[config.mk]
export PLATFORM = sky130hd
export DESIGN_NAME = evt_gen
export DESIGN_NICKNAME = d
export VERILOG_FILES = /design/src/rtl/evt_gen_pkg.sv /design/src/rtl/evt_trig_fifo.sv /design/src/rtl/evt_inject_arm.sv /design/src/rtl/evt_framer.sv /design/src/rtl/evt_gen.sv
export SDC_FILE = /design/constraint.sdc
export NUM_CORES = 1
export LEC_CHECK = 0
export BUFFER_PORTS_ARGS = -buffer_cell sky130_fd_sc_hd__buf_4
export CAP_MARGIN = 20
export CORE_MARGIN = 10
export CORE_UTILIZATION = 45
export CTS_CLUSTER_SIZE = 16
export DETAILED_ROUTE_END_ITERATION = 8
export PLACE_DENSITY = 0.77
export SYNTH_ARGS = -nofsm -noshare
export SYNTH_HDL_FRONTEND = slang
export SYNTH_HIERARCHICAL = 1
export SYNTH_SLANG_ARGS = --single-unit
[constraint.sdc]
create_clock -name clk_i -period 3 [get_ports clk_i]
set_clock_uncertainty 0.05 [all_clocks]
set_input_delay 0 -clock clk_i [delete_from_list [all_inputs] [get_ports clk_i]]
set_output_delay 0 -clock clk_i [all_outputs]
set_load 0.01 [all_outputs]
[src/rtl/evt_gen_pkg.sv]
package evt_gen_pkg;
  localparam int DW   = 8;
  localparam int NFLT = 5;

  localparam int F_FLIP   = 0;
  localparam int F_NOHDR  = 1;
  localparam int F_NOTRL  = 2;
  localparam int F_DELAY  = 3;
  localparam int F_EVNERR = 4;

  typedef logic [DW-1:0] byte_t;

  localparam byte_t HDR_MARK = 8'hA5;
  localparam byte_t TRL_MARK = 8'h5A;

  typedef struct packed {
    logic [NFLT-1:0] flt;
    byte_t           evn;
  } trig_ent_t;

  typedef enum logic [2:0] {
    ST_IDLE, ST_WAIT, ST_HDR0, ST_HDR1, ST_PAY, ST_TRL0, ST_TRL1
  } fr_st_e;
endpackage

[src/rtl/evt_trig_fifo.sv]
module evt_trig_fifo #(
  parameter int W     = 13,
  parameter int DEPTH = 4,
  localparam int AW   = (DEPTH > 1) ? $clog2(DEPTH) : 1,
  localparam int CW   = $clog2(DEPTH + 1)
) (
  input  logic          clk_i,
  input  logic          rst_ni,
  input  logic          push_i,
  input  logic [W-1:0]  wdata_i,
  input  logic          pop_i,
  output logic [W-1:0]  rdata_o,
  output logic          full_o,
  output logic          empty_o,
  output logic [CW-1:0] cnt_o
);
  logic [W-1:0]  mem_q [DEPTH];
  logic [AW-1:0] wr_q, rd_q;
  logic [CW-1:0] cnt_q;
  logic          do_push, do_pop;

  function automatic logic [AW-1:0] nxt(input logic [AW-1:0] p);
    return (p == AW'(DEPTH - 1)) ? '0 : p + 1'b1;
  endfunction

  assign full_o  = (cnt_q == CW'(DEPTH));
  assign empty_o = (cnt_q == '0);
  assign do_push = push_i && !full_o;
  assign do_pop  = pop_i && !empty_o;
  assign rdata_o = mem_q[rd_q];
  assign cnt_o   = cnt_q;

  always_ff @(posedge clk_i) begin
    if (do_push) mem_q[wr_q] <= wdata_i;
  end

  always_ff @(posedge clk_i or negedge rst_ni) begin
    if (!rst_ni) begin
      wr_q  <= '0;
      rd_q  <= '0;
      cnt_q <= '0;
    end else begin
      if (do_push) wr_q <= nxt(wr_q);
      if (do_pop)  rd_q <= nxt(rd_q);
      case ({do_push, do_pop})
        2'b10:   cnt_q <= cnt_q + 1'b1;
        2'b01:   cnt_q <= cnt_q - 1'b1;
        default: cnt_q <= cnt_q;
      endcase
    end
  end
endmodule

[src/rtl/evt_inject_arm.sv]
module evt_inject_arm
  import evt_gen_pkg::*;
(
  input  logic            clk_i,
  input  logic            rst_ni,
  input  logic            arm_we_i,
  input  logic [2:0]      arm_kind_i,
  input  byte_t           arm_evn_i,
  input  logic            acc_i,
  input  byte_t           evn_i,
  output logic [NFLT-1:0] armed_o,
  output logic [NFLT-1:0] fire_o
);
  for (genvar k = 0; k < NFLT; k++) begin : g_slot
    logic  armed_q;
    byte_t tgt_q;
    logic  hit;

    assign hit       = arm_we_i && (arm_kind_i == 3'(k));
    assign fire_o[k] = acc_i && armed_q && (tgt_q == evn_i);
    assign armed_o[k] = armed_q;

    // a fresh arm write wins over a firing in the same cycle
    always_ff @(posedge clk_i or negedge rst_ni) begin
      if (!rst_ni) begin
        armed_q <= 1'b0;
        tgt_q   <= '0;
      end else if (hit) begin
        armed_q <= 1'b1;
        tgt_q   <= arm_evn_i;
      end else if (fire_o[k]) begin
        armed_q <= 1'b0;
      end
    end
  end
endmodule

[src/rtl/evt_framer.sv]
module evt_framer
  import evt_gen_pkg::*;
#(
  parameter int TBL_DEPTH = 8,
  parameter int LEN_W     = 8,
  parameter int DLY_W     = 16,
  localparam int TBL_AW   = $clog2(TBL_DEPTH)
) (
  input  logic             clk_i,
  input  logic             rst_ni,
  input  logic             ent_vld_i,
  input  trig_ent_t        ent_i,
  output logic             pop_o,
  input  logic             replay_i,
  input  logic [LEN_W-1:0] fixed_len_i,
  input  logic [TBL_AW:0]  tbl_len_i,
  input  logic             tbl_we_i,
  input  logic [TBL_AW-1:0] tbl_addr_i,
  input  byte_t            tbl_data_i,
  input  logic [LEN_W-1:0] flip_pos_i,
  input  logic [2:0]       flip_bit_i,
  input  logic [DLY_W-1:0] delay_i,
  input  logic             ready_i,
  output byte_t            data_o,
  output logic             valid_o
);
  localparam logic [TBL_AW:0] TBL_MAX = (TBL_AW + 1)'(TBL_DEPTH);

  byte_t            tbl_q [TBL_DEPTH];
  fr_st_e           st_q;
  trig_ent_t        cur_q;
  logic [LEN_W-1:0] len_q, idx_q, len_in;
  logic [LEN_W:0]   pos_q;
  logic [DLY_W-1:0] dly_q;
  logic             rep_q, fire;
  byte_t            raw, flip_mask;

  function automatic fr_st_e tail_st(input logic notrl);
    return notrl ? ST_IDLE : ST_TRL0;
  endfunction

  function automatic fr_st_e body_st(input logic [LEN_W-1:0] l, input logic notrl);
    return (l != '0) ? ST_PAY : tail_st(notrl);
  endfunction

  function automatic fr_st_e head_st(input logic [NFLT-1:0] f, input logic [LEN_W-1:0] l);
    return f[F_NOHDR] ? body_st(l, f[F_NOTRL]) : ST_HDR0;
  endfunction

  always_ff @(posedge clk_i or negedge rst_ni) begin
    if (!rst_ni) begin
      for (int i = 0; i < TBL_DEPTH; i++) tbl_q[i] <= '0;
    end else if (tbl_we_i) begin
      tbl_q[tbl_addr_i] <= tbl_data_i;
    end
  end

  assign len_in = replay_i ? LEN_W'((tbl_len_i > TBL_MAX) ? TBL_MAX : tbl_len_i)
                           : fixed_len_i;
  assign pop_o   = (st_q == ST_IDLE) && ent_vld_i;
  assign valid_o = (st_q != ST_IDLE) && (st_q != ST_WAIT);
  assign fire    = valid_o && ready_i;

  always_ff @(posedge clk_i or negedge rst_ni) begin
    if (!rst_ni) begin
      st_q  <= ST_IDLE;
      cur_q <= '0;
      len_q <= '0;
      idx_q <= '0;
      pos_q <= '0;
      dly_q <= '0;
      rep_q <= 1'b0;
    end else begin
      case (st_q)
        ST_IDLE: if (ent_vld_i) begin
          cur_q <= ent_i;
          len_q <= len_in;
          rep_q <= replay_i;
          idx_q <= '0;
          pos_q <= '0;
          if (ent_i.flt[F_DELAY] && delay_i != '0) begin
            dly_q <= delay_i;
            st_q  <= ST_WAIT;
          end else begin
            st_q <= head_st(ent_i.flt, len_in);
          end
        end
        ST_WAIT: begin
          if (dly_q == DLY_W'(1)) st_q <= head_st(cur_q.flt, len_q);
          else                    dly_q <= dly_q - 1'b1;
        end
        default: if (fire) begin
          pos_q <= pos_q + 1'b1;
          case (st_q)
            ST_HDR0: st_q <= ST_HDR1;
            ST_HDR1: st_q <= body_st(len_q, cur_q.flt[F_NOTRL]);
            ST_PAY: begin
              idx_q <= idx_q + 1'b1;
              if (idx_q == len_q - 1'b1) st_q <= tail_st(cur_q.flt[F_NOTRL]);
            end
            ST_TRL0: st_q <= ST_TRL1;
            default: st_q <= ST_IDLE;
          endcase
        end
      endcase
    end
  end

  always_comb begin
    case (st_q)
      ST_HDR0: raw = HDR_MARK;
      ST_HDR1: raw = cur_q.flt[F_EVNERR] ? ~cur_q.evn : cur_q.evn;
      ST_PAY:  raw = rep_q ? tbl_q[idx_q[TBL_AW-1:0]] : byte_t'(cur_q.evn + byte_t'(idx_q));
      ST_TRL0: raw = TRL_MARK;
      ST_TRL1: raw = byte_t'(len_q);
      default: raw = '0;
    endcase
  end

  assign flip_mask = (cur_q.flt[F_FLIP] && pos_q == {1'b0, flip_pos_i})
                     ? (byte_t'(1) << flip_bit_i) : '0;
  assign data_o = raw ^ flip_mask;
endmodule

[src/rtl/evt_gen.sv]
module evt_gen
  import evt_gen_pkg::*;
#(
  parameter int FIFO_DEPTH = 4,
  parameter int TBL_DEPTH  = 8,
  parameter int LEN_W      = 8,
  parameter int DLY_W      = 16,
  localparam int TBL_AW    = $clog2(TBL_DEPTH),
  localparam int CW        = $clog2(FIFO_DEPTH + 1),
  localparam int EW        = $bits(trig_ent_t)
) (
  input  logic              clk_i,
  input  logic              rst_ni,
  input  logic              trig_i,
  input  logic              replay_i,
  input  logic [LEN_W-1:0]  fixed_len_i,
  input  logic [TBL_AW:0]   tbl_len_i,
  input  logic              tbl_we_i,
  input  logic [TBL_AW-1:0] tbl_addr_i,
  input  logic [DW-1:0]     tbl_data_i,
  input  logic              arm_we_i,
  input  logic [2:0]        arm_kind_i,
  input  logic [DW-1:0]     arm_evn_i,
  input  logic [LEN_W-1:0]  flip_pos_i,
  input  logic [2:0]        flip_bit_i,
  input  logic [DLY_W-1:0]  delay_i,
  input  logic              ready_i,
  output logic [DW-1:0]     data_o,
  output logic              valid_o,
  output logic              overflow_o,
  output logic [NFLT-1:0]   armed_o
);
  logic            fifo_full, fifo_empty, pop, acc, ovf_q;
  logic [CW-1:0]   fifo_cnt;
  logic [EW-1:0]   fifo_rd;
  logic [NFLT-1:0] fire;
  byte_t           evn_q;
  trig_ent_t       push_ent, head_ent;

  assign acc      = trig_i && !fifo_full;
  assign push_ent = '{flt: fire, evn: evn_q};
  assign head_ent = trig_ent_t'(fifo_rd);

  always_ff @(posedge clk_i or negedge rst_ni) begin
    if (!rst_ni) begin
      evn_q <= '0;
      ovf_q <= 1'b0;
    end else begin
      if (acc)                  evn_q <= evn_q + 1'b1;
      if (trig_i && fifo_full)  ovf_q <= 1'b1;
    end
  end
  assign overflow_o = ovf_q;

  evt_inject_arm u_arm (
    .clk_i      (clk_i),
    .rst_ni     (rst_ni),
    .arm_we_i   (arm_we_i),
    .arm_kind_i (arm_kind_i),
    .arm_evn_i  (arm_evn_i),
    .acc_i      (acc),
    .evn_i      (evn_q),
    .armed_o    (armed_o),
    .fire_o     (fire)
  );

  evt_trig_fifo #(.W(EW), .DEPTH(FIFO_DEPTH)) u_fifo (
    .clk_i   (clk_i),
    .rst_ni  (rst_ni),
    .push_i  (acc),
    .wdata_i (push_ent),
    .pop_i   (pop),
    .rdata_o (fifo_rd),
    .full_o  (fifo_full),
    .empty_o (fifo_empty),
    .cnt_o   (fifo_cnt)
  );

  evt_framer #(.TBL_DEPTH(TBL_DEPTH), .LEN_W(LEN_W), .DLY_W(DLY_W)) u_framer (
    .clk_i       (clk_i),
    .rst_ni      (rst_ni),
    .ent_vld_i   (!fifo_empty),
    .ent_i       (head_ent),
    .pop_o       (pop),
    .replay_i    (replay_i),
    .fixed_len_i (fixed_len_i),
    .tbl_len_i   (tbl_len_i),
    .tbl_we_i    (tbl_we_i),
    .tbl_addr_i  (tbl_addr_i),
    .tbl_data_i  (tbl_data_i),
    .flip_pos_i  (flip_pos_i),
    .flip_bit_i  (flip_bit_i),
    .delay_i     (delay_i),
    .ready_i     (ready_i),
    .data_o      (data_o),
    .valid_o     (valid_o)
  );
endmodule

Yosys cells after proc, flatten, opt, wreduce, memory -nomap -nowiden
Memories as Yosys holds them, arrays and structs flattened.
Cells that the tools add are included.
W data, S select, Z words.
{"block": "totals", "ff_bits": 183, "ramBits": 52, "input_bits": 68, "output_inout_bits": 15, "wordCells": 182, "mem_count": 1}
{"name": "u_fifo.mem_q", "depth": 4, "width": 13, "rd": 1, "rd_clocked_by_memory_dff": 0, "wr": 1, "line": "evt_trig_fifo.sv:17", "rtl": "logic [W-1:0] mem_q [DEPTH];"}
{"block": "op_classes", "add_sub_neg": 10, "n_lt_le_gt_ge": 4, "eq_ne": 29, "shift": 1, "n_mux": 51, "bitwise": 6, "reduce_logical": 49}
{"cell": "$mux W8", "count": 10}
{"cell": "$bwmux W64", "count": 1}
{"cell": "$eq A8 B8 Y1", "count": 6}
{"cell": "$mux W16", "count": 3}
{"cell": "$pmux W8 S5", "count": 1}
{"cell": "$mux W3", "count": 11}
{"cell": "$pmux W16 S2", "count": 1}
{"cell": "$logic_and A1 B1 Y1", "count": 25}
{"cell": "$bmux W8 S3", "count": 1}
{"cell": "$demux W8 S3", "count": 1}
{"cell": "$mux W9", "count": 2}
{"cell": "$pmux W9 S2", "count": 1}
{"cell": "$reduce_bool A2 Y1", "count": 9}
{"cell": "$add A8 B1 Y8 const B", "count": 2}
{"cell": "$eq A16 B1 Y1 const B", "count": 1}
{"cell": "$pmux W8 S2", "count": 1}
{"cell": "$reduce_bool A16 Y1", "count": 1}
{"cell": "$reduce_bool A8 Y1", "count": 2}
{"cell": "$sub A16 B1 Y16 const B", "count": 1}
{"cell": "$eq A3 B3 Y1 const B", "count": 5}
{"cell": "$eq A3 B2 Y1 const B", "count": 4}
{"cell": "$mux W1", "count": 12}
{"cell": "$pmux W3 S2", "count": 2}
{"cell": "$pmux W3 S4", "count": 1}
{"cell": "30 further kinds", "count": 46}

Depth between registers and ports, before layout
Gate-level depths: netlist of run 1.
{"block": "depth", "depth_word": 9, "ltp_mapped": 14, "depth_no_buf": 12}

Modules after synthesis
The synthesis of run 1 kept the hierarchy.
{"mod": "evt_framer", "instances": 1, "cells_per_inst": 688, "area_each_um2": 7029.2, "seq_area_each_um2": 3027.9}
{"mod": "evt_trig_fifo", "instances": 1, "cells_per_inst": 108, "area_each_um2": 2363.5, "seq_area_each_um2": 1736.7}
{"mod": "evt_inject_arm", "instances": 1, "cells_per_inst": 189, "area_each_um2": 2303.5, "seq_area_each_um2": 1126.1}
{"mod": "evt_gen", "instances": 1, "cells_per_inst": 31, "area_each_um2": 397.9, "seq_area_each_um2": 225.2}

Worst setup path before layout of run 1
OpenSTA, ideal clock, no wires.
{"block": "synth_timing", "kind": "flip-flop to flip-flop", "startpoint": "register u_framer.st_q[1]", "endpoint": "register u_fifo.cnt_q[2], in the netlist u_fifo/cnt_o[2]", "setup_time_ns": 0.079, "arrival_time_ns": 2.772, "t_required_ns": 2.871, "setup_slack_ns": 0.098, "path_stages_with_launch": 15, "path_buffers": 3, "cell_sequence": "dfrtp_1 -> or2_1 -> clkbuf_1 -> nand3b_1 -> inv_2 -> clkbuf_1 -> buf_1 -> nand2b_4 -> inv_1 -> ha_1 -> inv_1 -> fa_1 -> xor2_1 -> nor2_1 -> xor2_1"}
{"block": "synth_via", "elab_chain_len": 5, "elab_cells_between_ends": 7, "classes_between": "2 x eq/ne; 1 x mux; 4 x reduce/logical"}
{"item": "from (decl)", "line": "evt_framer.sv:30", "rtl": "fr_st_e st_q;"}
{"item": "from (signal assigned)", "line": "evt_framer.sv:85", "rtl": "st_q <= head_st(ent_i.flt, len_in);"}
{"item": "from (signal assigned)", "line": "evt_framer.sv:89", "rtl": "if (dly_q == DLY_W'(1)) st_q <= head_st(cur_q.flt, len_q);"}
{"item": "from (signal assigned)", "line": "evt_framer.sv:96", "rtl": "ST_HDR1: st_q <= body_st(len_q, cur_q.flt[F_NOTRL]);"}
{"item": "$logic_not A3 Y1 (*)", "line": "evt_framer.sv:60", "rtl": "assign pop_o = (st_q == ST_IDLE) && ent_vld_i;"}
{"item": "$logic_and A1 B1 Y1 (*)", "line": "evt_framer.sv:60"}
{"item": "net pop", "line": "evt_gen.sv:33", "rtl": "logic fifo_full, fifo_empty, pop, acc, ovf_q;"}
{"item": "$logic_and A1 B1 Y1 (*)", "line": "evt_trig_fifo.sv:29", "rtl": "assign do_pop = pop_i && !empty_o;"}
{"item": "net u_fifo.do_pop", "line": "evt_trig_fifo.sv:20", "rtl": "logic do_push, do_pop;"}
{"item": "$eq A2 B1 Y1 / $eq A2 B2 Y1 (equally long branches)", "line": "evt_trig_fifo.sv:45", "rtl": "case ({do_push, do_pop})"}
{"item": "$pmux W3 S2 / $reduce_bool A2 Y1 (equally long branches)"}
{"item": "to (signal assigned)", "line": "evt_trig_fifo.sv:46", "rtl": "2'b10: cnt_q <= cnt_q + 1'b1;"}
{"item": "to (signal assigned)", "line": "evt_trig_fifo.sv:47", "rtl": "2'b01: cnt_q <= cnt_q - 1'b1;"}
{"item": "to (signal assigned)", "line": "evt_trig_fifo.sv:48", "rtl": "default: cnt_q <= cnt_q;"}
{"item": "to (decl)", "line": "evt_trig_fifo.sv:19", "rtl": "logic [CW-1:0] cnt_q;"}
The timed path passes the listed nets; every way through them passes the cells marked *.
A chain may end at the register's enable or synchronous reset.

Final worst setup path of run 1
{"block": "layout_timing", "startpoint": "register u_framer/cur_q[0] in the netlist's numbering", "endpoint": "output data_o[4]"}
{"block": "layout_via", "elab_chain_len": 4}
{"item": "from (decl)", "line": "evt_framer.sv:31", "rtl": "trig_ent_t cur_q;"}
{"item": "from (signal assigned)", "line": "evt_framer.sv:76", "rtl": "cur_q <= ent_i;"}
{"item": "$add A8 B8 Y8", "line": "evt_framer.sv:113", "rtl": "ST_PAY: raw = rep_q ? tbl_q[idx_q[TBL_AW-1:0]] : byte_t'(cur_q.evn + byte_t'(idx_q));"}
{"item": "$mux W8", "line": "evt_framer.sv:113"}
{"item": "$pmux W8 S5", "line": "evt_framer.sv:110", "rtl": "case (st_q)"}
{"item": "$xor A8 B8 Y8", "line": "evt_framer.sv:122", "rtl": "assign data_o = raw ^ flip_mask;"}
{"item": "to (decl)", "line": "evt_gen.sv:28", "rtl": "output logic [DW-1:0] data_o,"}
No other way between the ends.

==> impl_results.md, run 1 <==
- Slew Limit Fails: 0
- Int Pwr: between 7 and 8 mW
- Total leakage power: 6.12 nW
- Clk pwr share: 32.5%
- Row Count: 59
- Routed len/inst: around 18 um
- Switching Share: between 20 and 30%
- HPWL Detailed: 18700 um
- WP data required: 2.95 ns
- Hold Slack: 0.0515 ns
- Seq pwr share: 44.2%
- Net Count, Synth: 1106
- Number of synthesized flops with an enable pin: 52
- Delay of the slowest critical-path stage: 0.42 ns
- Stages on worst setup path: 10
- Synthesized area: 12100 um^2
- Worst path bufs/invs: 2
- Top_reg_cell synth: dfrtp_1
- Total number of yosys warnings: 6
- R2R Path Start: u_fifo/cnt_o[0]$_DFFE_PN0P_
- Dpl cell area: 13000 um^2
- Routed vias: 8339
- Antenna violations before repair: 0
- Core Region: 26300 um^2
- Total Routing Usage GR: 16.2%
- Iter 0 DRT Violations: 634
- 1st-pass router iterations: 7
- Clock sink count: 234
- Vias in the first global route: 8644
- Hold Crit Class: in -> async
- Largest net degree at the start of global routing: 85
- Synth cell types: 82
- Finished Core Util: 55.4%
- Outcome: completed
- Final min period: 2.79 ns
- Setup Fix Bufs, Post-CTS: 0
- Avg Synthesized Cell Area: ~12 um^2
- Max clock buf depth: 3
- Fin area: between 10000 and 15000 um^2
- Final period util: between 90% and 100%
- Chip height: about 180 um
- Cells after Synth: 1016
- Slew HR: 42.4%
- Initial core utilization: 46.0%
- Die area: roughly 34000 um^2
- Power density over the cells: slightly above 700 nW/um^2
- Clock Pin Slew Worst Setup and Hold Paths: around 0.050 ns
- Setup TNS: 0 ns
- Delay-heaviest family, CP: compound AO/OA/AOI/OAI gates
- Crit. Startpoint: u_framer/cur_q[0]$_DFFE_PN0P_
- Number of diodes: 0
- Logic pwr share: between 20% and 30%
- Grt total ovfl: 0
- Max-Cap Viols: 0
- Gpl congestion: 0.901
- Worst-Skew Late Latency: ~0.53 ns
- Die Width: 184 um
- Ports: 83
- Crit path max fanout: 3
- Most common cell after layout, fill and taps aside: dfrtp_1
- Area delta synth->final: 20.3%
- Reg2reg path depth: 9
- DR DRC count: 0
- Root buf cell: clkbuf_16
- IO Port Bufs: 82
- Total Wirelength: 27400 um
- Final setup fails: 0
- Worst-path cell chain: ha_1 > inv_1 > fa_1 > nor2b_1 > o21ai_0 > a211oi_1 > o21ai_0 > o21ai_1 > xor2_1 > buf_4
- First-pass GRT wire length: 45000 um
- Peak Freq: 0.359 GHz
- CP max stage cell: fa_1
- Critical path class: reg -> out
- Sequential area share after synthesis: 50.6%
- NumNets Final: 1243
- Layout cell share with drive strength beyond 1: roughly 25%
- H-tree Lvls: 1
- Vias per cell: 5.54
- Fill cell count: 2130
- Fin. Hold Viols: 0
- RSZ-0062 raised after global routing: false
- Most common cell on crit path: o21ai_0
- Worst EP arrival: 2.74 ns
- Maximum VDD drop: 504 uV
- Antenna-violating nets left: 0
- Slew @ Worst Pin: 0.861 ns
- Async S/R FF share, synth: 77.8%
- Launching element type of the critical path: flip-flop
- Crit. End Element: primary output
- TritonCTS clock tree: done
- Most frequent cells in the layout: dfrtp_1 (181), mux2_2 (100), buf_4 (97), nand2_1 (82), dlygate4sd3_1 (64)
- Net switching power: between 2 and 3 mW
- #FFs+latches synth: 234
- CTS buffer count: 26
cell usage after synthesis (all sizes together), types with 2 or more instances:
library cell / n / area share (%)
a41oi: 3 / 0.22
mux2: 109 / 10
mux4: 29 / 5.6
nand3b: 11 / 0.68
nor3b: 12 / 0.91
dfrtp: 182 / 38
a21o: 4 / 0.25
o21bai: 2 / 0.12
xor2: 54 / 3.9
nor2b: 13 / 0.76
nand4b: 4 / 0.29
inv: 31 / 0.96
nor3: 23 / 1.1
o21ai: 49 / 2.0
a211oi: 6 / 0.37
and3: 9 / 0.47
nand2b: 8 / 0.48
nand4: 14 / 0.78
and2: 6 / 0.32
ha: 20 / 2.1
o31ai: 3 / 0.19
clkbuf: 26 / 0.81
nand2: 83 / 2.6
a31oi: 7 / 0.36
xnor2: 43 / 3.1
mux2i: 11 / 0.91
nor4: 20 / 1.2
fa: 2 / 0.33
a22oi: 4 / 0.25
nor2: 57 / 1.8
or2: 2 / 0.10
a21oi: 38 / 1.6
o22ai: 9 / 0.47
or3: 3 / 0.17
edfxtp: 52 / 13
buf: 28 / 1.6
nand3: 15 / 0.66
or4: 4 / 0.31
through the flow:
step | setup WS (ns) | power [mW] | std cells
finish | 0.211 | 10.3 | 1506
global route | 0.0163 | 10.9 | 1506
CTS | 0.0725 | 10.4 | 1506
detailed placement | 0.466 | 6.94 | 1396
global placement | 0.487 | 6.83 | 1396
floorplan | 0.0984 | 6.14 | 1016
kinds of logic (layout without fill, tap and decap cells):
group	Yosys count	in the layout	share of synthesized area (%)
mux	149	149	16.6
simple gates	291	291	13.2
compound gates	137	137	6.68
flops	234	234	50.6
xor+xnor	97	97	7.02
fa+ha+maj	22	22	2.40
buf+inv	86	241	3.50
power by group through the flow:
stage               clock [mW]  combinational (mW)  sequential [mW]
floorplan                    0                1.82             4.32
global placement             0                2.27             4.56
detailed placement           0                2.34             4.60
CTS                       3.44                2.41             4.56
global route              3.57                2.65             4.65
finish                    3.36                2.41             4.56
layout make-up:
class | count | area [um^2] | area share [%]
clock buffers | 41 | 823 | 5.66
multi-input cells | 696 | 5560 | 38.2
repair buffers | 164 | 1410 | 9.70
clock inverters | 5 | 103 | 0.705
well taps | 335 | 419 | 2.88
inverters | 31 | 116 | 0.800
flip-flops and latches | 234 | 6120 | 42.0
timing repair:
item | CTS | global route
resized for setup | 0 | 5
hold endpoints to repair | 225 | 0
setup endpoints to repair | 0 | 3
hold buffers | 64 | 0
worst paths after layout:
path                                                   endpoint  slack (ns)
min reg2reg                       u_framer/tbl_q[3]$_DFFE_PN0P_        0.45
min in group clk_i               u_framer/tbl_q[55]$_DFFE_PN0P_        0.11
max in group asynchronous         u_framer/dly_q[6]$_DFFE_PN0P_        2.04
max reg2reg                      u_framer/dly_q[12]$_DFFE_PN0P_        0.43
max                                                   data_o[4]        0.21
min                        u_arm/g_slot[4].tgt_q[3]$_DFFE_PN0P_        0.05
worst register-to-register path: cells and delay by family, from the launching register on:
| family | cells | cell delay (ns) |
|---|---|---|
| AOI/OAI and AO/OA | 4 | 0.93 |
| buffers and inverters | 3 | 0.41 |
| DFF | 1 | 0.42 |
| and+or+nand+nor | 2 | 0.66 |
layer usage:
| layer | track usage [%] | vias up | routed length (um) |
|---|---|---|---|
| met5 | 0 | - | 0 |
| met4 | 4.52 | 0 | 627 |
| met3 | 3.36 | 52 | 1630 |
| met2 | 27.9 | 217 | 13500 |
| met1 | 20.2 | 4133 | 11700 |
| li1 | - | 3937 | - |
state kept, by name, indices dropped and copies added, names as in the netlist:
signal and count:
overflow_o 1, u_fifo/rd_q 2, u_fifo/wr_q 2, u_framer/tbl_q 64, u_fifo/mem_q 52, u_framer/pos_q 9, u_framer/len_q 8, u_framer/st_q 3
u_framer/dly_q 16, u_framer/idx_q 8, u_framer/rep_q 1, u_fifo/cnt_o 3, evn_q 8, u_framer/cur_q 12, u_arm/g_slot.armed_q 5, u_arm/g_slot.tgt_q 40
Power figures use the tool's default switching activity.
==> inputs of run 2 (changes only) <==
--- a/config.mk
+++ b/config.mk
@@ -6,4 +6,5 @@
 export NUM_CORES = 1
 export LEC_CHECK = 0
+export ABC_AREA = 1
 export BUFFER_PORTS_ARGS = -buffer_cell sky130_fd_sc_hd__buf_4
 export CAP_MARGIN = 20
@@ -12,5 +13,5 @@
 export CTS_CLUSTER_SIZE = 16
 export DETAILED_ROUTE_END_ITERATION = 8
-export PLACE_DENSITY = 0.77
+export PLACE_DENSITY = 0.76
 export SYNTH_ARGS = -nofsm -noshare
 export SYNTH_HDL_FRONTEND = slang
==> constraint.sdc (replaced) <==
create_clock -name clk_i -period 3 [get_ports clk_i]
set_clock_uncertainty 0.05 [all_clocks]
set_input_delay 0.6 -clock clk_i [delete_from_list [all_inputs] [get_ports clk_i]]
set_output_delay 0.6 -clock clk_i [all_outputs]
set_load 0.01 [all_outputs]
==> impl_results.md, run 2 <==
- Routed vias: 11259 (+35%)
- TritonCTS clock tree: done
- Max reg flops: 64 (unchanged)
- Max-Cap Viols: 0 (unchanged)
- Final setup fails: 0 (unchanged)
- Ports: 83 (unchanged)
- Max clock buf depth: 3 (unchanged)
- Power density over the cells: 903 nW/um^2 (+27%)
- Outcome: completed
- Total Routing Usage GR: 17.7% (+1.4 points)
- Iter 0 DRT Violations: 894 (+41%)
- Fin cells: 2180 (+45%)
- Most common cell after layout, fill and taps aside: nand2_1
- Worst-path cell chain: ha_2 > inv_2 > fa_2 > inv_2 > nand4_1 > nand4_1 > nand2_1 > o21bai_1 > nand2_1 > nand2_1 > nand2_1 > buf_6
- CP max stage cell: dfrtp_1
- Die Width: 191 um (+3.9%)
- Number of diodes: 0 (unchanged)
- Final WS setup: 0.0580 ns (-0.153 ns)
- Total number of yosys warnings: 6 (unchanged)
- Slew HR: 56.2% (+14 points)
- Total Wirelength: 32700 um (+19%)
- Launching element type of the critical path: flip-flop
- Synth cell types: 50 (-39%)
- Worst-Skew Late Latency: 0.52 ns (about the same)
- Antenna violations before repair: 0 (unchanged)
- CTS buffer count: 26 (unchanged)
- Hold Slack: 0.0226 ns (-0.0288 ns)
- Antenna-violating nets left: 0 (unchanged)
- Most common cell in the netlist: nand2_1
- Fill cell count: 2617 (+23%)
- WP data required: 2.35 ns (-0.60 ns)
- Vias in the first global route: 10961 (+27%)
- Crit. End Element: primary output
- Clock sink count: 234 (unchanged)
- Synth cell count leaders: nand2_1 (569), inv_1 (200), dfrtp_1 (182)
- Most frequent cells in the layout: nand2_1 (569), inv_1 (196), dfrtp_1 (178), nor2_1 (115), o21ai_0 (114)
- Dominant cell type by area after synthesis: dfrtp_1
- HPWL Detailed: 23000 um (+23%)
- Top cell type's share of synthesized area: 34.5% (-3.1 points)
- Cells after Synth: 1688 (+66%)
- Layout cell share with drive strength beyond 1: 15.3% (-9.7 points)
- Maximum VDD drop: 515 uV (+2.3%)
- Chip height: 191 um (+3.9%)
- Critical path class: reg -> out
- Most common cell on crit path: nand2_1
- Worst EP arrival: 2.29 ns (-0.45 ns)
- Async S/R FF share, synth: 77.8% (unchanged)
- Slew @ Worst Pin: 0.656 ns (-0.205 ns)
- Finished Core Util: 52.8% (-2.5 points)
- Largest Register: u_framer/tbl_q
- Area delta synth->final: 15.4%
- Number of synthesized flops with an enable pin: 52 (unchanged)
- Final min period: 2.94 ns (+0.153 ns)
- Core Region: 28800 um^2 (+9.5%)
- Clock Pin Slew Worst Setup and Hold Paths: 0.06 ns (about the same)
- Worst path bufs/invs: 3 (+1)
- H-tree Lvls: 1 (unchanged)
- 1st-pass router iterations: 5 (-2)
- Peak Freq: 0.340 GHz (-5.2%)
- Routed len/inst: 15.0 um (-17%)
- Fin. Hold Viols: 0 (unchanged)
- Top_reg_cell synth: dfrtp_1
- DR DRC count: 0 (unchanged)
- Die area: 36500 um^2 (+8.0%)
- Cts hold-fix bufs: 0 (-100%)
- Avg Synthesized Cell Area: 7.81 um^2 (-34%)
- Final period util: 98.1% (+5.1 points)
- Crit path max fanout: 3 (unchanged)
- #FFs+latches synth: 234 (unchanged)
- Initial core utilization: 45.8% (-0.21 points)
- Delay-heaviest family, CP: adder cells
- Root buf cell: clkbuf_16
- Area contributors post-synth: dfrtp_1 (35%), nand2_1 (16%), edfxtp_1 (12%)
- NumNets Final: 1867 (+50%)
- Grt total ovfl: 0 (unchanged)
- RSZ-0062 raised after global routing: true
- Total leakage power: 7.46 nW (+22%)
- Synthesized area: 13200 um^2 (+9.0%)
- Setup slack at placement: 0.430 ns (-0.0362 ns)
- Slew Limit Fails: 0 (unchanged)
- Net Count, Synth: 1778 (+61%)
- Row Count: 62 (+5.1%)
- Top flop regs: u_framer/tbl_q x64, u_fifo/mem_q x52, u_arm/g_slot.tgt_q x40
- Largest net degree at the start of global routing: 66 (-22%)
- Hold Crit Class: in -> async
- Delay of the slowest critical-path stage: 0.38 ns (-0.04 ns)
- First-pass GRT wire length: 53900 um (+20%)
- Gpl congestion: 0.932 (+3.5%)
- IO Port Bufs: 82 (unchanged)
- Sequential area share after synthesis: 46.4% (-4.2 points)
- Placed insts: 2121 (+52%)
- Vias per cell: 5.16 (-6.7%)
-- run 2: cell count changes after synthesis, moves of 12 or more --
cell / previous run / this run
o211ai_2: 0 / 12
xor2_1: 54 / 19
nand2_1: 82 / 569
nor2_1: 56 / 115
o21ai_1: 3 / 20
inv_1: 30 / 200
mux2_2: 100 / 0
nand3_1: 14 / 105
xnor2_1: 43 / 16
mux4_2: 24 / 0
o21ai_0: 46 / 117
nor4_1: 19 / 2
o21ai_2: 0 / 26
o211ai_1: 1 / 19
-- run 2: stage by stage --
stage / cell area, um^2 / total power, mW / setup TNS (ns)
detailed placement: 14100 / 10.4 / 0
global route: 15200 / 14.8 / -0.262
finish: 15200 / 13.7 / 0
global placement: 14100 / 10.2 / 0
CTS: 15000 / 13.6 / -0.00111
floorplan: 13200 / 8.84 / 0
-- run 2: final cells by class --
cell class	count	area, um^2	share of cell area (%)
flip-flops and latches	234	6120	40.2
multi-input cells	1182	5970	39.3
repair buffers	120	956	6.28
inverters	213	813	5.35
clock buffers	33	718	4.72
well taps	384	480	3.16
clock inverters	14	146	0.962
-- run 2: worst reg2reg max path, cell delays in order, from the launching register on --
cell	delay, ns
dfrtp_1	0.47
inv_4	0.16
nand2_4	0.08
nor2_4	0.19
nand2_2	0.10
inv_2	0.06
nand2_1	0.09
inv_1	0.07
ha_1	0.15
inv_1	0.06
fa_1	0.38
nand2_1	0.11
nand3_1	0.09
nand2_1	0.06
nand2_1	0.05
-- run 2: per-layer routing --
| layer | share of wire, % | global-route usage [%] | vias to the layer above |
|---|---|---|---|
| li1 | - | - | 5583 |
| met1 | 43 | 22.2 | 5300 |
| met2 | 49 | 31.0 | 318 |
| met3 | 5.8 | 2.57 | 58 |
| met4 | 2.3 | 4.96 | 0 |
| met5 | 0 | 0 | - |
-- run 2: report_power, final --
part	internal, mW	switching [mW]	total [mW]
clock network	1.88	1.28	3.16
logic	2.07	3.54	5.61
registers	4.15	0.816	4.96
total	8.09	5.64	13.7
-- run 2: repair_timing --
action / 4_1_cts / 5_1_grt
resized for setup: 5 / 31
setup endpoints to repair: 3 / 8
setup buffers: 1 / 11
pin swaps: 4 / 9
-- run 2: final timing paths --
kind                                                 from                                   end  slack, ns  cells past startpoint
min in group clk_i                          tbl_data_i[3]         u_framer/tbl_q[3]$_DFFE_PN0P_       0.25                      3
hold / removal                                     rst_ni  u_arm/g_slot[1].tgt_q[4]$_DFFE_PN0P_       0.02                      1
setup / recovery            u_framer/cur_q[0]$_DFFE_PN0P_                             data_o[6]       0.06                     12
hold reg to reg            u_framer/tbl_q[14]$_DFFE_PN0P_        u_framer/tbl_q[14]$_DFFE_PN0P_       0.43                      2
setup reg to reg             u_framer/st_q[0]$_DFFE_PN0P_           u_fifo/cnt_o[2]$_DFFE_PN0P_       0.72                     14
max in group asynchronous                          rst_ni         u_framer/tbl_q[2]$_DFFE_PN0P_       2.11                      2
-- run 2: kinds of logic after synthesis --
family	synth area share (%)
buf+inv	8.92
mux	0.228
xor+xnor	2.32
compound gates	11.6
flops	46.4
fa+ha+maj	2.20
simple gates	28.3
==> inputs of run 3 (changes only) <==
- CORE_ASPECT_RATIO: default -> 1.4
- CORE_UTILIZATION: 45 -> 50
- PLACE_DENSITY: 0.76 -> 0.82
==> impl_results.md, run 3 (same netlist as run 2, synthesis figures left out) <==
- Final min period: 3.02 ns (+0.0777 ns)
- Hold Crit Class: in -> async
- Routed len/inst: 15.6 um (+3.6%)
- Antenna violations before repair: 0 (unchanged)
- Most frequent cells in the layout: nand2_1 (569), inv_1 (197), dfrtp_1 (178), o21ai_0 (115), nor2_1 (114)
- Vias per cell: 5.35 (+3.6%)
- Placed insts: 2055 (-3.1%)
- Iter 0 DRT Violations: 856 (-4.3%)
- Fin. Hold Viols: 0 (unchanged)
- Slew HR: 57.3% (+1.1 points)
- Max-Cap Viols: 0 (unchanged)
- TritonCTS clock tree: done
- Chip height: 212 um (+11%)
- Largest net degree at the start of global routing: 66 (unchanged)
- Core Region: 26100 um^2 (-9.3%)
- Crit path max fanout: 3 (unchanged)
- Top flop regs: u_framer/tbl_q x64, u_fifo/mem_q x52, u_arm/g_slot.tgt_q x40
- Die area: 33400 um^2 (-8.7%)
- Total Wirelength: 32900 um (+0.41%)
- Max clock buf depth: 3 (unchanged)
- Antenna-violating nets left: 0 (unchanged)
- Hold Slack: 0.0318 ns (+0.00914 ns)
- Total Routing Usage GR: 19.5% (+1.8 points)
- Worst EP arrival: 2.37 ns (+0.08 ns)
- H-tree Lvls: 1 (unchanged)
- Multi-input gate area: 5970 um^2 (-0.13%)
- Routed vias: 11308 (+0.44%)
- Maximum VDD drop: 573 uV (+11%)
- Initial core utilization: 50.5% (+4.7 points)
- Grt total ovfl: 0 (unchanged)
- DR DRC count: 0 (unchanged)
- Die Width: 157 um (-18%)
- Cts hold-fix bufs: 0 (unchanged)
- RSZ-0062 raised after global routing: true
- Vias in the first global route: 11050 (+0.81%)
- Failing checks: setup timing
- HPWL Detailed: 23300 um (+1.2%)
- Launching element type of the critical path: flip-flop
- Final setup fails: 2 (+2)
- Final WS setup: -0.0197 ns (-0.0777 ns)
- Peak Freq: 0.331 GHz (-2.6%)
- Fin area: 15000 um^2 (-1.2%)
- 1st-pass router iterations: 5 (unchanged)
- Area delta synth->final: 13.9%
- First-pass GRT wire length: 53700 um (-0.42%)
- Worst-Skew Late Latency: 0.52 ns (about the same)
- Gpl congestion: 0.892 (-4.3%)
- Row Count: 70 (+13%)
- IO Port Bufs: 82 (unchanged)
- WP data required: 2.35 ns (about the same)
- Register area: 6120 um^2 (unchanged)
- Largest Register: u_framer/tbl_q
- Max reg flops: 64 (unchanged)
- NumNets Final: 1860 (-0.37%)
- Fill cell count: 2319 (-11%)
- Crit. End Element: primary output
- Root buf cell: clkbuf_16
- Critical path class: reg -> out
- Power density over the cells: 901 nW/um^2 (-0.16%)
- Fin cells: 2113 (-3.1%)
- Slew Limit Fails: 0 (unchanged)
- Dpl cell area: 14000 um^2 (-0.85%)
- Clock Pin Slew Worst Setup and Hold Paths: 0.07 ns (about the same)
- CTS buffer count: 24 (-7.7%)
- Most common cell after layout, fill and taps aside: nand2_1
- Clock sink count: 234 (unchanged)
- Total leakage power: 7.40 nW (-0.84%)
- Ports: 83 (unchanged)
- Final period util: 101% (+2.6 points)
- Layout cell share with drive strength beyond 1: 14.7% (-0.55 points)
- Outcome: finished with violations
- Slew @ Worst Pin: 0.641 ns (-0.0152 ns)
[run 3: cell count changes in the layout (fill, tap and decap cells not counted), moves of 2 or more]
cell | previous run | this run
buf_8 | 2 | 0
clkinv_1 | 0 | 2
o21ai_1 | 23 | 21
clkinv_2 | 3 | 1
buf_4 | 112 | 109
clkinv_4 | 3 | 1
[run 3: final timing paths]
check | depth (start not counted) | start | endpoint | slack, ns
setup / recovery | 10 | u_framer/idx_q[0]$_DFFE_PN0P_ | data_o[2] | -0.02
hold / removal | 1 | rst_ni | u_framer/tbl_q[4]$_DFFE_PN0P_ | 0.03
setup reg to reg | 8 | u_framer/st_q[1]$_DFFE_PN0P_ | u_framer/dly_q[9]$_DFFE_PN0P_ | 0.71
hold reg to reg | 1 | u_fifo/cnt_o[0]$_DFFE_PN0P_ | u_fifo/cnt_o[0]$_DFFE_PN0P_ | 0.43
max in group asynchronous | 2 | rst_ni | u_fifo/rd_q[0]$_DFFE_PN0P_ | 2.09
min in group clk_i | 3 | tbl_data_i[4] | u_framer/tbl_q[4]$_DFFE_PN0P_ | 0.24
[run 3: cell type report]
type / instances / area share [%]
clock inverter: 12 / 0.891
inverter: 213 / 5.40
timing repair buffer: 114 / 5.94
timing repair inverter: 1 / 0.0333
tap: 324 / 2.70
multi-input combinational: 1182 / 39.7
sequential: 234 / 40.7
clock buffer: 32 / 4.55
antenna: 1 / 0.0167
[run 3: timing repair]
item	4_1_cts	5_1_grt
setup endpoints to repair	4	8
pin swaps	2	10
resized for setup	5	24
buffers inserted	5	8
cloned	0	1
[run 3: through the flow]
stage	setup WS, ns	utilization, %	total power [mW]	setup TNS, ns
after floorplan	0.463	-	8.84	0
after global placement	0.422	53.7	10.1	0
after detailed placement	0.396	53.7	10.3	0
after CTS	0.00783	57.0	13.5	0
after global routing	-0.163	57.5	14.5	-0.407
final	-0.0197	57.6	13.5	-0.0349
[run 3: critical path, cell delays in order (launching register included)]
cell and delay [ns]:
dfrtp_1 0.37, ha_2 0.20, inv_2 0.04, fa_2 0.40, buf_4 0.15, xor2_1 0.13
a21oi_1 0.14, nand2_1 0.11, nand3_1 0.10, nand2_1 0.07, buf_6 0.12
[run 3: power breakdown]
group	switching (mW)	internal [mW]	leakage (nW)
registers	0.816	4.14	2.74
clock network	1.27	1.79	0.386
logic	3.53	1.99	4.27
[run 3: routing by layer]
metal | vias up | global-route usage [%] | wire length, um
li1 | 5564 | - | -
met1 | 5300 | 22.6 | 12800
met2 | 367 | 35.6 | 17200
met3 | 77 | 2.67 | 1760
met4 | 0 | 7.21 | 1060
met5 | - | 0 | 0
